--- config.mk ---
export PLATFORM = sky130hd
export DESIGN_NAME = csel_cm_adder
export DESIGN_NICKNAME = d
export VERILOG_FILES = /design/src/rtl/csel_cm_pkg.sv /design/src/rtl/csel_ripple0.sv /design/src/rtl/csel_zero_chain.sv /design/src/rtl/csel_cm_slice.sv /design/src/rtl/csel_cm_adder.sv
export SDC_FILE = /design/constraint.sdc
export NUM_CORES = 1
export LEC_CHECK = 0
export ABC_AREA = 1
export CORE_MARGIN = 2
export CORE_UTILIZATION = 55
export DETAILED_ROUTE_END_ITERATION = 12
export DONT_BUFFER_PORTS = 1
export PLACE_DENSITY = 0.73
export RECOVER_POWER = 50
export SYNTH_ARGS = -nofsm -noshare
export SYNTH_HDL_FRONTEND = slang
export SYNTH_SLANG_ARGS = --single-unit
--- constraint.sdc ---
create_clock -name vclk -period 4.4
set_clock_uncertainty 0.1 [all_clocks]
set_input_delay 0 -clock vclk [all_inputs]
set_output_delay 0 -clock vclk [all_outputs]
set_load 0.01 [all_outputs]
--- src/rtl/csel_cm_pkg.sv ---
package csel_cm_pkg;
  localparam int unsigned CSEL_DEF_WIDTH = 64;
  localparam int unsigned CSEL_DEF_SLICE = 8;
endpackage

--- src/rtl/csel_ripple0.sv ---
// Ripple adder with its carry in tied to zero; also gives inverted sum bits.
module csel_ripple0 #(
  parameter int unsigned K = 8
) (
  input  logic [K-1:0] a_i,
  input  logic [K-1:0] b_i,
  output logic [K-1:0] s0_o,
  output logic [K-1:0] s0_n_o,
  output logic         co0_o
);
  logic [K:0] carry;
  assign carry[0] = 1'b0;

  for (genvar i = 0; i < K; i++) begin : g_fa
    assign s0_o[i]      = a_i[i] ^ b_i[i] ^ carry[i];
    assign carry[i+1]   = (a_i[i] & b_i[i]) | (carry[i] & (a_i[i] ^ b_i[i]));
  end

  assign s0_n_o = ~s0_o;
  assign co0_o  = carry[K];

  always_comb begin

    ripple_sum_chk: assert ({co0_o, s0_o} == ((K+1)'(a_i) + (K+1)'(b_i)))
      else $error("R2 ripple sum mismatch");
  end
endmodule

--- src/rtl/csel_zero_chain.sv ---
// Prefix chain: a node stays 0 while no zero sum bit has been seen below it.
module csel_zero_chain #(
  parameter int unsigned K = 8
) (
  input  logic [K-1:0] s0_i,
  output logic [K-1:1] sel_o,
  output logic         zseen_o
);
  logic [K:0] node;
  assign node[0] = 1'b0;

  for (genvar i = 0; i < K; i++) begin : g_node
    assign node[i+1] = node[i] | ~s0_i[i];
  end

  assign sel_o   = node[K-1:1];
  assign zseen_o = node[K];

  for (genvar i = 1; i < K; i++) begin : g_chk
    always_comb begin

      zero_seen_chk: assert (sel_o[i] == ~(&s0_i[i-1:0]))
        else $error("R3 select node %0d wrong", i);
    end
  end
endmodule

--- src/rtl/csel_cm_slice.sv ---
// One K-bit slice: single ripple adder, plus-one result by complementing.
module csel_cm_slice #(
  parameter int unsigned K = 8
) (
  input  logic [K-1:0] a_i,
  input  logic [K-1:0] b_i,
  input  logic         cin_i,
  output logic [K-1:0] sum_o,
  output logic         cout_o
);
  logic [K-1:0] s0, s0_n, s1;
  logic [K-1:1] sel;
  logic         co0, co1, zseen;

  csel_ripple0 #(.K(K)) i_ripple (
    .a_i(a_i), .b_i(b_i), .s0_o(s0), .s0_n_o(s0_n), .co0_o(co0)
  );

  csel_zero_chain #(.K(K)) i_chain (
    .s0_i(s0), .sel_o(sel), .zseen_o(zseen)
  );

  // lowest bit always flips
  assign s1[0] = s0_n[0];
  for (genvar i = 1; i < K; i++) begin : g_s1
    assign s1[i] = sel[i] ? s0[i] : s0_n[i];
  end

  assign co1 = co0 | ~zseen;

  always_comb begin
    if (cin_i) begin
      sum_o  = s1;
      cout_o = co1;
    end else begin
      sum_o  = s0;
      cout_o = co0;
    end
  end

  always_comb begin

    bit0_flip_chk: assert (s1[0] != s0[0])
      else $error("R4 bit 0 not complemented");

    plus_one_chk: assert ({co1, s1} == ({co0, s0} + (K+1)'(1)))
      else $error("R5 plus-one result wrong");

    out_sel_chk: assert (cin_i ? ({cout_o, sum_o} == {co1, s1})
                               : ({cout_o, sum_o} == {co0, s0}))
      else $error("R6 output select wrong");
  end
endmodule

--- src/rtl/csel_cm_adder.sv ---
module csel_cm_adder
  import csel_cm_pkg::*;
#(
  parameter int unsigned N = CSEL_DEF_WIDTH,
  parameter int unsigned K = CSEL_DEF_SLICE
) (
  input  logic [N-1:0] a_i,
  input  logic [N-1:0] b_i,
  input  logic         cin_i,
  output logic [N-1:0] sum_o,
  output logic         cout_o
);
  localparam int unsigned NSLICE = N / K;

  logic [NSLICE:0] carry;
  assign carry[0] = cin_i;

  for (genvar j = 0; j < NSLICE; j++) begin : g_slice
    csel_cm_slice #(.K(K)) i_slice (
      .a_i   (a_i[j*K +: K]),
      .b_i   (b_i[j*K +: K]),
      .cin_i (carry[j]),
      .sum_o (sum_o[j*K +: K]),
      .cout_o(carry[j+1])
    );
  end

  assign cout_o = carry[NSLICE];

  always_comb begin

    full_sum_chk: assert ({cout_o, sum_o} == ((N+1)'(a_i) + (N+1)'(b_i) + (N+1)'(cin_i)))
      else $error("R1 full sum mismatch");
  end
endmodule

==> impl_metrics.sql <==
INSERT INTO impl_metrics (metric_group, metric, value, unit) VALUES
('detailed_routing', 'route.detailed.drc', '0', ''),
('floorplan', 'fp.dieArea', '0.006900', 'mm2'),
('grt', 'global_route.usage.total', '0.2050', ''),
('sta', 'tightestPinTransition', '0.5013', 'ns'),
('power_and_ir_drop', 'pwr-share-seq', '0', ''),
('synthesis', 'syn_nets', '699', ''),
('power_and_ir_drop', 'power.leakage', '2.323', 'nW'),
('place', 'dpl_cell_area', '0.003647', 'mm2'),
('detailed_routing', 'drt-initial-drc-count', '33', ''),
('critical_path', 'critical_path_class', 'input pin to output port', ''),
('grt', 'grt_start_max_net_pins', '16', ''),
('power_and_ir_drop', 'share_clk_of_total_power', '0', ''),
('floorplan', 'rows', '28', ''),
('synthesis', 'synth_area_leader_cell', 'fa_1', ''),
('sta', 'maxSlewViolCount', '0', ''),
('grt', 'grt_pass1_vias', '2835', ''),
('final_layout', 'drive_gt1_frac', '0.2141', ''),
('power_and_ir_drop', 'power.ir.vdd_worst', '0.1073', 'mV'),
('synthesis', 'postSynthCellCount', '450', ''),
('place', 'final_hpwl_dp', '6576', 'um'),
('final_layout', 'nets', '718', ''),
('detailed_routing', 'detail-route-antenna-nets', '0', ''),
('sta', 'layout_worst_path_cycle_share', '0.9748', ''),
('detailed_routing', 'vias', '2801', ''),
('power_and_ir_drop', 'comb_power_share', '1.000', ''),
('power_and_ir_drop', 'power.switching_fraction', '0.5915', ''),
('floorplan', 'design.core.area', '0.005991', 'mm2'),
('power_and_ir_drop', 'switching_power', '0.0004710', 'W'),
('place', 'placement.setup.worst_slack', '-0.1592', 'ns'),
('critical_path', 'critical_path_peak_fanout', '5', ''),
('hold_path', 'timing.hold.worst.class', 'input pin to output port', ''),
('sta', 'hold_viol_final', '0', ''),
('sta', 'setup_slack', '0.1107', 'ns'),
('critical_path', 'arrival', '4.19', 'ns'),
('synthesis', 'ys_top_cells_by_area', 'fa_1 (33%), ha_1 (23%), inv_1 (18%)', ''),
('critical_path', 'crit_path_end_kind', 'output port', ''),
('critical_path', 'cp.required', '4.30', 'ns'),
('floorplan', 'floorplan.initialDensity', '0.5739', ''),
('synthesis', 'share_of_synthesized_area_occupied_by_flip_flops_and_latches', '0', ''),
('sta', 'number_of_setup_violations_in_the_final_report', '0', ''),
('sta', 'worst_slew_margin_rel', '0.6654', ''),
('power_and_ir_drop', 'power_per_cell_area', '197.1', 'mW/mm2'),
('critical_path', 'worstSetupStartpointType', 'input pin', ''),
('synthesis', 'post_synth_num_cell_types', '21', ''),
('sta', 'achievable-frequency', '233.1', 'MHz'),
('synthesis', 'yosysWarningCount', '0', ''),
('final_layout', 'n_fill_cell', '519', ''),
('sta', 'hold-worst-slack', '0.03522', 'ns'),
('floorplan', 'die_h', '83.07', 'um'),
('detailed_routing', 'detail_route.wirelength', '7386', 'um'),
('synthesis', 'post-synth-top-count-cell', 'inv_1', ''),
('final_layout', 'sequential_cell_area', '0', 'um2'),
('detailed_routing', 'drt_pass_1_iters', '4', ''),
('grt', 'globalRoute.totalOverflow', '0', ''),
('synthesis', 'syn-cell-area', '0.003438', 'mm2'),
('floorplan', 'die_w', '83.07', 'um'),
('sta', 'unrepaired_setup_endpoints_after_global_routing', 'yes', ''),
('final_layout', 'layout_clock_buffer_count', '0', ''),
('synthesis', 'yosysTopAreaCellShare', '0.3261', ''),
('job', 'max_capacitance_violation_count', '0', ''),
('place', 'place.gp.congestion', '0.8059', ''),
('place', 'port_buffers', '0', ''),
('outcome', 'outcome', 'finished clean', ''),
('final_layout', 'design_area', '0.004040', 'mm2'),
('final_layout', 'area_growth_syn_to_layout', '17.50', '%'),
('detailed_routing', 'detail_route.wl_per_cell', '13.63', 'um'),
('synthesis', 'syn-mean-instance-area', '7.641', 'um2'),
('grt', 'grt_pass1_wl', '12100', 'um'),
('power_and_ir_drop', 'internal-power', '0.0003252', 'W'),
('final_layout', 'antenna_cells_inserted', '0', ''),
('grt', 'antenna_violations_before_repair', '0', ''),
('detailed_routing', 'avgViaCountPerCell', '5.168', ''),
('sta', 'final_period_minus_worst_setup_slack', '4.289', 'ns'),
('floorplan', 'num_io_pins', '194', ''),
('final_layout', 'count_of_flip_flops_and_latches', '0', ''),
('synthesis', 'synthTopCellsByCount', 'inv_1 (164), ha_1 (64), fa_1 (56)', '');
logic make-up after synthesis:
kind of cell / count (synthesis) / share of synthesized area
compound gates: 41 / 0.06296
xor+xnor: 7 / 0.01783
fa+ha+maj: 120 / 0.5590
buf+inv: 172 / 0.1910
mux: 6 / 0.01965
simple gates: 104 / 0.1496
cell type report:
type                       instances  area (um2)  area share
inverter                         165       619.3      0.1533
multi-input combinational        280        3126      0.7736
tap                               75       93.84     0.02323
timing repair buffer              22       201.4     0.04986
final timing paths:
path / endpoint / startpoint / depth (start not counted)
setup / recovery: sum_o[59] / a_i[8] / 20
hold / removal: sum_o[4] / cin_i / 1
routing by layer:
| metal | vias up | track usage | wire (um) |
|---|---|---|---|
| li1 | 1366 | - | - |
| met5 | - | 0 | 0 |
| met1 | 1310 | 0.2236 | 2623 |
| met3 | 10 | 0.02783 | 406 |
| met2 | 115 | 0.4208 | 4220 |
| met4 | 0 | 0.02832 | 135 |
cell usage in the layout, fill, tap and decap left out, types with 2 or more instances in the layout:
master | synthesis | layout
a21oi_1 | 12 | 10
a21oi_4 | 0 | 2
buf_12 | 0 | 3
buf_4 | 0 | 17
fa_1 | 56 | 44
fa_2 | 0 | 12
ha_1 | 64 | 59
ha_2 | 0 | 3
ha_4 | 0 | 2
inv_1 | 164 | 161
inv_2 | 0 | 3
mux2_2 | 6 | 5
nand2_1 | 44 | 31
nand2_2 | 6 | 17
nand2_4 | 1 | 2
nand2_8 | 0 | 2
nand3_1 | 25 | 15
nand3_2 | 9 | 9
nand3_4 | 1 | 12
nor2_1 | 18 | 14
nor2_2 | 0 | 3
o21ai_0 | 23 | 23
o21ai_2 | 3 | 6
xnor2_1 | 2 | 2
xor2_1 | 5 | 4
power groups by stage:
stage                     Combinational, W  Sequential (W)  Clock [W]
after detailed placement          0.000710               0          0
after floorplan                   0.000535               0          0
after global routing              0.000904               0          0
final                             0.000796               0          0
after CTS                         0.000738               0          0
after global placement            0.000674               0          0
worst max-delay path, cell delays in order:
cell and delay, ns:
ha_4 0.11, inv_2 0.03, fa_2 0.36, fa_2 0.42, fa_2 0.38, fa_2 0.38
fa_2 0.37, fa_2 0.36, inv_2 0.07, fa_1 0.46, ha_4 0.20, nor2_4 0.10
nand2_4 0.07, nand3_2 0.07, nand3_2 0.10, nand3_4 0.14, nand3_4 0.18, nand3_4 0.19
nand3_2 0.10, nand2_2 0.10
metrics by stage:
| step | std cells | total power (W) | TNS (ns) | util |
|---|---|---|---|---|
| floorplan | 450 | 0.0005349 | 0 | - |
| global placement | 535 | 0.0006743 | 0 | 0.6088 |
| detailed placement | 535 | 0.0007100 | -1.832 | 0.6088 |
| CTS | 537 | 0.0007377 | -0.004718 | 0.6297 |
| global route | 542 | 0.0009040 | -0.7287 | 0.6744 |
| finish | 542 | 0.0007962 | 0 | 0.6744 |
what timing repair did:
action,in CTS,in global routing
pin swaps,3,27
gates cloned,0,2
hold buffers,1,0
buffers inserted,1,3
gates resized for setup,19,55
endpoints found under the hold margin,1,0
endpoints found under the setup margin,23,43
Power figures use the tool's default switching activity.
